<file path="src/rtl/bsu_pkg.sv">
package bsu_pkg;

  localparam int ADDR_W = 16;

  typedef enum logic [2:0] {
    OP_JR   = 3'd0,
    OP_JP   = 3'd1,
    OP_JPHL = 3'd2,
    OP_CALL = 3'd3,
    OP_RET  = 3'd4,
    OP_RST  = 3'd5
  } xfer_op_e;

  typedef enum logic [2:0] {
    ST_IDLE,
    ST_FETCH_LO,
    ST_FETCH_HI,
    ST_PUSH_LO,
    ST_PUSH_HI,
    ST_POP_LO,
    ST_POP_HI
  } seq_state_e;

  // Signed 8-bit displacement applied to a 16-bit base.
  function automatic logic [ADDR_W-1:0] rel_target(input logic [ADDR_W-1:0] base,
                                                    input logic [7:0] off);
    return base + {{(ADDR_W-8){off[7]}}, off};
  endfunction

  // Restart vector: field scaled by eight.
  function automatic logic [ADDR_W-1:0] rst_target(input logic [2:0] field);
    return {{(ADDR_W-6){1'b0}}, field, 3'b000};
  endfunction

  // Machine-cycle cost; take is forced high when the op is unconditional.
  function automatic logic [7:0] xfer_cost(input xfer_op_e op, input logic cond_en,
                                           input logic take);
    logic [7:0] c;
    case (op)
      OP_JR:   c = take ? 8'd12 : 8'd8;
      OP_JP:   c = take ? 8'd16 : 8'd12;
      OP_JPHL: c = 8'd4;
      OP_CALL: c = take ? 8'd24 : 8'd12;
      OP_RET:  c = !cond_en ? 8'd16 : (take ? 8'd20 : 8'd8);
      OP_RST:  c = 8'd16;
      default: c = 8'd0;
    endcase
    return c;
  endfunction

endpackage

</file>
<file path="src/rtl/bsu_cond_eval.sv">
module bsu_cond_eval #(
  parameter int FLAG_W    = 8,
  parameter int ZERO_BIT  = 7,
  parameter int CARRY_BIT = 4
) (
  input  logic [FLAG_W-1:0] flags,
  input  logic [1:0]        sel,
  input  logic              cond_en,
  output logic              take
);
  logic picked;

  always_comb begin
    picked = sel[1] ? flags[CARRY_BIT] : flags[ZERO_BIT];
    take   = !cond_en || (picked == sel[0]);
  end
endmodule

</file>
<file path="src/rtl/bsu_cost_calc.sv">
module bsu_cost_calc
  import bsu_pkg::*;
#(
  parameter int CYC_W = 5
) (
  input  xfer_op_e          op,
  input  logic              cond_en,
  input  logic              take,
  output logic [CYC_W-1:0]  cycles
);
  logic [7:0] full;

  assign full   = xfer_cost(op, cond_en, take);
  assign cycles = full[CYC_W-1:0];
endmodule

</file>
<file path="src/rtl/branch_stack_unit.sv">
module branch_stack_unit
  import bsu_pkg::*;
#(
  parameter logic [15:0] PC_INIT = 16'h0100,
  parameter logic [15:0] SP_INIT = 16'hFFFE,
  parameter int          CYC_W   = 5
) (
  input  logic             clk,
  input  logic             rst_n,
  input  logic             start,
  input  logic [2:0]       op,
  input  logic             cond_en,
  input  logic [1:0]       cond_sel,
  input  logic [2:0]       vec_sel,
  input  logic [7:0]       flags,
  input  logic [15:0]      hl,
  output logic             mem_req,
  output logic             mem_we,
  output logic [15:0]      mem_addr,
  output logic [7:0]       mem_wdata,
  input  logic             mem_ack,
  input  logic [7:0]       mem_rdata,
  output logic             busy,
  output logic             done,
  output logic [CYC_W-1:0] done_cycles,
  output logic [15:0]      done_pc,
  output logic [15:0]      pc_out,
  output logic [15:0]      sp_out
);
  localparam logic [15:0] ONE = 16'd1;
  localparam logic [15:0] TWO = 16'd2;

  seq_state_e       state_q;
  xfer_op_e         op_q, op_in, cost_op;
  logic             cond_q, take_q, take_now, cost_cond, cost_take;
  logic [15:0]      pc_q, sp_q, tgt_q, push_q;
  logic             done_q;
  logic [15:0]      done_pc_q;
  logic [CYC_W-1:0] done_cyc_q, cost_now;

  // Named internal events used by the checker.
  logic             xfer_fire;
  logic             fin_evt;
  logic [15:0]      fin_pc;

  assign op_in = xfer_op_e'(op);

  bsu_cond_eval #(.FLAG_W(8), .ZERO_BIT(7), .CARRY_BIT(4)) i_cond (
    .flags(flags), .sel(cond_sel), .cond_en(cond_en), .take(take_now)
  );

  assign cost_op   = (state_q == ST_IDLE) ? op_in : op_q;
  assign cost_cond = (state_q == ST_IDLE) ? cond_en : cond_q;
  assign cost_take = (state_q == ST_IDLE) ? take_now : take_q;

  bsu_cost_calc #(.CYC_W(CYC_W)) i_cost (
    .op(cost_op), .cond_en(cost_cond), .take(cost_take), .cycles(cost_now)
  );

  assign xfer_fire = mem_req && mem_ack;

  // Memory port drive.
  always_comb begin
    mem_req   = 1'b0;
    mem_we    = 1'b0;
    mem_addr  = pc_q;
    mem_wdata = 8'h00;
    case (state_q)
      ST_FETCH_LO, ST_FETCH_HI: begin
        mem_req  = 1'b1;
        mem_addr = pc_q;
      end
      ST_PUSH_LO: begin
        mem_req   = 1'b1;
        mem_we    = 1'b1;
        mem_addr  = sp_q;
        mem_wdata = push_q[7:0];
      end
      ST_PUSH_HI: begin
        mem_req   = 1'b1;
        mem_we    = 1'b1;
        mem_addr  = sp_q + ONE;
        mem_wdata = push_q[15:8];
      end
      ST_POP_LO: begin
        mem_req  = 1'b1;
        mem_addr = sp_q;
      end
      ST_POP_HI: begin
        mem_req  = 1'b1;
        mem_addr = sp_q + ONE;
      end
      default: ;
    endcase
  end

  // Completion decision and resulting program counter.
  always_comb begin
    fin_evt = 1'b0;
    fin_pc  = pc_q;
    case (state_q)
      ST_IDLE: begin
        fin_evt = start && ((op_in == OP_JPHL) || ((op_in == OP_RET) && !take_now));
        fin_pc  = (op_in == OP_JPHL) ? hl : pc_q;
      end
      ST_FETCH_LO: begin
        fin_evt = xfer_fire && (op_q == OP_JR);
        fin_pc  = take_q ? rel_target(pc_q + ONE, mem_rdata) : pc_q + ONE;
      end
      ST_FETCH_HI: begin
        fin_evt = xfer_fire && !((op_q == OP_CALL) && take_q);
        fin_pc  = (take_q && (op_q == OP_JP)) ? {mem_rdata, tgt_q[7:0]} : pc_q + ONE;
      end
      ST_PUSH_HI: begin
        fin_evt = xfer_fire;
        fin_pc  = tgt_q;
      end
      ST_POP_HI: begin
        fin_evt = xfer_fire;
        fin_pc  = {mem_rdata, tgt_q[7:0]};
      end
      default: ;
    endcase
  end

  always_ff @(posedge clk) begin
    if (!rst_n) begin
      state_q    <= ST_IDLE;
      op_q       <= OP_JR;
      cond_q     <= 1'b0;
      take_q     <= 1'b0;
      pc_q       <= PC_INIT;
      sp_q       <= SP_INIT;
      tgt_q      <= '0;
      push_q     <= '0;
      done_q     <= 1'b0;
      done_pc_q  <= '0;
      done_cyc_q <= '0;
    end else begin
      done_q <= 1'b0;
      case (state_q)
        ST_IDLE: begin
          if (start) begin
            op_q   <= op_in;
            cond_q <= cond_en;
            take_q <= take_now;
            case (op_in)
              OP_JR, OP_JP, OP_CALL: state_q <= ST_FETCH_LO;
              OP_RET: if (take_now) state_q <= ST_POP_LO;
              OP_RST: begin
                sp_q    <= sp_q - TWO;
                push_q  <= pc_q;
                tgt_q   <= rst_target(vec_sel);
                state_q <= ST_PUSH_LO;
              end
              default: ;
            endcase
          end
        end
        ST_FETCH_LO: if (mem_ack) begin
          pc_q       <= pc_q + ONE;
          tgt_q[7:0] <= mem_rdata;
          state_q    <= ST_FETCH_HI;
        end
        ST_FETCH_HI: if (mem_ack) begin
          pc_q        <= pc_q + ONE;
          tgt_q[15:8] <= mem_rdata;
          if ((op_q == OP_CALL) && take_q) begin
            sp_q    <= sp_q - TWO;
            push_q  <= pc_q + ONE;
            state_q <= ST_PUSH_LO;
          end
        end
        ST_PUSH_LO: if (mem_ack) state_q <= ST_PUSH_HI;
        ST_POP_LO: if (mem_ack) begin
          tgt_q[7:0] <= mem_rdata;
          state_q    <= ST_POP_HI;
        end
        ST_POP_HI: if (mem_ack) sp_q <= sp_q + TWO;
        default: ;
      endcase
      if (fin_evt) begin
        state_q    <= ST_IDLE;
        pc_q       <= fin_pc;
        done_q     <= 1'b1;
        done_pc_q  <= fin_pc;
        done_cyc_q <= cost_now;
      end
    end
  end

  assign busy        = (state_q != ST_IDLE);
  assign done        = done_q;
  assign done_pc     = done_pc_q;
  assign done_cycles = done_cyc_q;
  assign pc_out      = pc_q;
  assign sp_out      = sp_q;
endmodule

</file>
<file path="config.mk">
export PLATFORM = sky130hd
export DESIGN_NAME = branch_stack_unit
export DESIGN_NICKNAME = d
export VERILOG_FILES = /design/src/rtl/bsu_pkg.sv /design/src/rtl/bsu_cond_eval.sv /design/src/rtl/bsu_cost_calc.sv /design/src/rtl/branch_stack_unit.sv
export SDC_FILE = /design/constraint.sdc
export NUM_CORES = 1
export LEC_CHECK = 0
export BUFFER_PORTS_ARGS = -buffer_cell sky130_fd_sc_hd__buf_2
export CORE_ASPECT_RATIO = 1.1
export CORE_MARGIN = 2
export CORE_UTILIZATION = 50
export DETAILED_ROUTE_END_ITERATION = 16
export MAX_ROUTING_LAYER = met4
export PLACE_DENSITY = 0.72
export RECOVER_POWER = 25
export SETUP_SLACK_MARGIN = 0.3
export SYNTH_ARGS = -nofsm -noshare
export SYNTH_HDL_FRONTEND = slang
export SYNTH_SLANG_ARGS = --single-unit
</file>
<file path="constraint.sdc">
create_clock -name clk -period 7.7 [get_ports clk]
set_input_delay 0.385 -clock clk [delete_from_list [all_inputs] [get_ports clk]]
set_output_delay 0.385 -clock clk [all_outputs]
set_load 0.02 [all_outputs]
</file>
Word-level counts from Yosys, hierarchy flattened. Index checks and enable logic that the tools add are counted.

Word-level logic and storage cells: 134. Output and inout bits: 81. Register bits after elaboration: 94. Input port bits: 45.

Mux-type cells: 48. Equality and inequality tests: 30. Reduce and logical (&&, ||, !) cells: 38. Add/sub/neg operators: 5. Bitwise gates (word level): 1.

Operators with widths (number): $mux 16 (17); $pmux 16 s5 (1); $pmux 16 s2 (2); $pmux 16 s3 (1); $pmux 8 s2 (3); $add 16x1->16 const B (2); $pmux 5 s6 (1); $mux 3 (9); $eq 3x2->1 const B (7); $eq 3x3->1 const B (7); $mux 5 (4); $add 16x16->16 (1); $add 16x2->16 const B (1); $sub 16x2->16 const B (1); $pmux 3 s5 (1); $ne 2x2->1 const B (7); $eq 3x1->1 const B (4); $logic_not 3->1 (4); $reduce_or 2->1 (6); $pmux 3 s3 (1); $reduce_and 9->1 (1); $mux 8 (1); $reduce_and 4->1 (2); $reduce_bool 2->1 (4); 17 further kinds (34).

Depth between registers and ports, before layout.
Depth after elaboration: 10. Mapped depth: 14. Depth with buffers taken out: 13.

Cells and area by module. From an unflattened synthesis, not the netlist that was laid out.

Cells, all modules: 870. Area total of the unflattened synthesis: 6732.7 um^2.

Modules (own cells, without submodules): branch_stack_unit (area each 6601.3 um^2, cells an instance 848, times used 1, sequential area each 1861.8 um^2); bsu_cost_calc (area each 100.1 um^2, cells an instance 18, times used 1, sequential area each 0.0 um^2); bsu_cond_eval (area each 31.3 um^2, cells an instance 4, times used 1, sequential area each 0.0 um^2).

Least setup slack after synthesis. OpenSTA, ideal clock, no wires.

Path kind: flip-flop to flip-flop. Start point: reg pc_q[1], in the netlist pc_out[1]. End point: reg pc_q[15], in the netlist pc_out[15]. Period minus slack after synthesis: 3.154 ns. Buffers on the path: 0. Required time: 7.622 ns. Data arrival time: 3.076 ns. Setup slack: 4.546 ns. Cell stages (with the launch flop): 13. Setup time: 0.078 ns. Cell sequence: dfxtp_1 ha_1 nand2_1 nor3_1 xor2_1 ha_1 nand2_1 o21ai_0 nand2_1 a21oi_1 a41oi_1 or4_1 a32oi_1.

Word-level cells in the longest chain between the ends: 5. Elaborated cells on any way between the ends: 8. Classes of those cells: 2 x add/sub; 6 x mux.

Ends and longest elaborated chain: start: declaration (RTL line branch_stack_unit.sv:36) `logic [15:0] pc_q, sp_q, tgt_q, push_q;`; start signal: assignment (RTL line branch_stack_unit.sv:161) `pc_q <= pc_q + ONE;`; start signal: assignment (RTL line branch_stack_unit.sv:166) `pc_q <= pc_q + ONE;`; start signal: assignment (RTL line branch_stack_unit.sv:184) `pc_q <= fin_pc;`; $add 16x1->16 *; $add 16x16->16 (RTL line bsu_pkg.sv:27) `return base + {{(ADDR_W-8){off[7]}}, off};`; $mux 16 (RTL line branch_stack_unit.sv:108) `fin_pc = take_q ? rel_target(pc_q + ONE, mem_rdata) : pc_q + ONE;`; $pmux 16 s5 (RTL line branch_stack_unit.sv:101) `case (state_q)`; $mux 16 * (RTL line branch_stack_unit.sv:182) `if (fin_evt) begin`.

Mark *: on every way between the ends. The rest lies on a longest branch, timed or not. The select of a mux whose other input is x is not followed. A chain may end at the register's enable or synchronous reset.

Worst setup path after layout.
Start point: reg pc_q[0], in the netlist pc_out[0]. End point: reg pc_q[15], in the netlist pc_out[15].

The elaborated chain is that of the path after synthesis.

==> summary.txt <==
Timing
  • Final min period: 3.92 ns
  • Smallest setup slack after layout: 3.78 ns
  • Crit share post-route: 50.9%
  • # setup viols final: 0
  • TNS Setup: 0 ns
  • Final Hold Vio Count: 0
  • Worst slew pin tran: 1.16 ns
  • Slew margin rel.: 22.4%
  • Fmax: 255 MHz
  • RSZ-0062 raised after global routing: false
  • Final Slew Violations: 0
  • Clock skew: 0.00872 ns

Worst setup path
  • FF-to-FF setup slack: 3.78 ns
  • Worst EP required: 7.98 ns
  • Critical Path AT: 4.20 ns
  • R2r endpoint: pc_out[15]$_SDFFE_PN0P_
  • Worst setup EP type: flop
  • Slowest-stage cell, CP: dfxtp_1
  • CP most frequent cell: nand2_1
  • WS Path Type: flop to flop
  • Critical Path Start Type: flop
  • Worst path max stage delay: 0.64 ns
  • CP Max Fanout: 11
  • CP cell instances: ha_1 -> nand2_1 -> nor3_1 -> xor2_1 -> ha_1 -> nand2_1 -> o21ai_0 -> nand2_1 -> a21oi_1 -> a41oi_1 -> or4_1 -> a32oi_1
  • R2R cell count: 12
  • Worst r2r src: pc_out[0]$_SDFFE_PN0P_
  • CP endpoint: pc_out[15]$_SDFFE_PN0P_
  • Setup crit start: pc_out[0]$_SDFFE_PN0P_

Die
  • Core footprint: 13700 µm²
  • Die Wd: 117 µm
  • Die ar.: 15000 µm²
  • Initial Util: 51.1%
  • Die Y-Extent: 128 µm
  • # rows: 45
  • IO Pins: 126

Global routing
  • GRT overflow: 0
  • Via count of the first global-routing pass: 6292
  • First-pass GRT wire length: 34.4 mm
  • Largest net degree at the start of global routing: 48
  • Initial antenna violation count: 0
  • GR Util All Layers: 30.8%

Hold path
  • Min-delay src: cond_en
  • Hold Path Class: primary input to flop
  • Worst hold stages: 3

Logic synthesis
  • Synth area leader: dfxtp_1
  • Mapped Cells: 875
  • Synth top area share: 26.0%
  • Yosys Warn Count: 0
  • Cell Area, Synth: 7020 µm²
  • Sequential area share after synthesis: 26.0%
  • Area contributors post-synth: dfxtp_1 26%, nand2_1 6.5%, ha_1 5.5%, a21oi_1 4.7%, nor2_1 4.3%
  • Ys async rst share: 0%
  • Distinct cells, synth: 90
  • Synth Flop Type: dfxtp_1
  • Number of synthesized flops with an enable pin: 0
  • Syn Area/Cell: 8.02 µm²
  • Yosys reg bits: 91

Routing
  • Drt total wl: 22.5 mm
  • First-pass DRT Iterations: 5
  • DRT antenna net count: 0
  • Starting DRC count in detailed routing: 637
  • WL per Instance: 19.7 µm
  • Total number of vias: 6995
  • Routed vias/inst: 6.13
  • DRC Markers: 0

Pwr
  • Peak supply drop: 0.288 mV
  • Tot Pwr: 2.88 mW
  • Total power per unit cell area: 370 nW/µm²
  • Pleak: 3.05 nW

Clocking
  • CTS tree: done
  • Worst-case clock buffer depth: 2
  • Post-CTS sizing: 0
  • Inserted Clock Buffers: 9
  • Hold_buf cts: 0
  • Worst skew pair latency: 0.35 ns
  • Postcts setup bufs: 0
  • Clock edge transition at the registers on the reported setup and hold paths: 0.07 ns
  • Clock sink total: 91
  • CTS root buffer: clkbuf_16
  • H-tree levels: 3

Final layout
  • Layout area overhead: 10.7%
  • ANT cells: 0
  • Layout Nets: 1027
  • Layout cells sized above 1: 16.8%

Place
  • Gpl congestion: 0.957
  • Post-Place Setup Slack: 3.91 ns
  • DP Wirelength: 16.3 mm
  • IO buf count: 116

Run
  • MaxCap Viol Count: 0

Run status
  • Status: complete, no violations
registers in the layout (all words and copies together), names as in the netlist:
signal and flops:
done_pc 16, pc_out 16, push_q 16, tgt_q 16, sp_out 15, done_cycles 3, op_q 3, state_q 3
cond_q 1, done 1, take_q 1
cell usage after synthesis (all sizes together) (8+ instances only):
cell type	n
a31oi	9
xnor2	32
mux2i	21
ha	31
nor3	15
a22o	9
nand2	125
dfxtp	91
nand4	15
xor2	31
mux2	18
a21o	8
a21oi	73
o211ai	20
nor2	83
nand3	24
o21a	9
o22ai	14
o21ai	40
inv	16
a211oi	28
clkbuf	13
buf	49
routing by layer:
| metal | vias to the layer above | part of all wire, % | global-route usage, % |
|---|---|---|---|
| met2 | 322 | 47 | 48.2 |
| met3 | 53 | 8.0 | 4.82 |
| met4 | 0 | 3.5 | 12.0 |
| li1 | 3325 | - | - |
| met1 | 3295 | 42 | 39.9 |
| met5 | - | 0 | - |
logic make-up after synthesis:
family                   Yosys count  share of synthesized area, %
AO/OA/AOI/OAI                    254                          25.3
XOR/XNOR                          63                          7.86
adder cells (fa/ha/maj)           33                          6.10
buffers and inverters             78                          6.20
flip-flops                        91                          26.0
multiplexers                      39                          5.88
other                              1                        0.0534
AND/OR/NAND/NOR                  316                          22.7
power breakdown:
| group | internal, mW | switching (mW) | total [mW] | leakage, nW |
|---|---|---|---|---|
| Sequential | 0.576 | 0.192 | 0.769 | 0.741 |
| Clock | 0.258 | 0.206 | 0.464 | 0.154 |
| Combinational | 0.583 | 1.06 | 1.64 | 2.16 |
| Total | 1.42 | 1.46 | 2.88 | 3.05 |
area by class of cell:
cell class / instances / area (µm²)
Clock inverter: 7 / 80.1
Multi-Input combinational cell: 708 / 4770
Tap cell: 188 / 235
Inverter: 16 / 60.1
Sequential cell: 91 / 1820
Clock buffer: 9 / 225
Fill cell: 1370 / 5970
Timing Repair Buffer: 123 / 581
placed cells by master, fill, tap and decap left out, types with 15 or more instances in the layout:
cell,Yosys,final
nand2_1,121,121
dfxtp_1,91,91
nor2_1,81,81
buf_2,24,74
a21oi_1,66,66
clkbuf_1,13,42
xnor2_1,32,32
xor2_1,31,31
ha_1,31,31
o21ai_0,27,27
nand3_1,23,23
a211oi_1,23,23
mux2i_1,21,21
o211ai_1,20,20
mux2_2,18,18
inv_1,15,15
worst min path at each step:
stage | endpoint | slack, ns
final | cond_q$_SDFFE_PN0P_ | 0.30
after global routing | cond_q$_SDFFE_PN0P_ | 0.33
after CTS | cond_q$_SDFFE_PN0P_ | 0.30
after detailed placement | done_pc[7]$_SDFFE_PN0P_ | 0.44
after global placement | done_pc[7]$_SDFFE_PN0P_ | 0.43
after floorplan | tgt_q[15]$_SDFFE_PN0P_ | 0.43
through the flow:
stage	util [%]	std cells	area [µm²]	hold WS, ns
final	56.6	1142	7770	0.304
after floorplan	-	877	7030	0.427
after detailed placement	54.7	1126	7520	0.436
after global placement	54.7	1126	7520	0.428
after CTS	57.0	1142	7830	0.301
after global routing	56.6	1142	7770	0.325
critical path, delay by kind of cell (launching register included):
kind | cells | cell delay (ns)
compound gates | 4 | 0.76
xor+xnor | 1 | 0.26
fa+ha+maj | 2 | 0.86
flops | 1 | 0.64
simple gates | 5 | 1.33
Power figures use the tool's default switching activity.
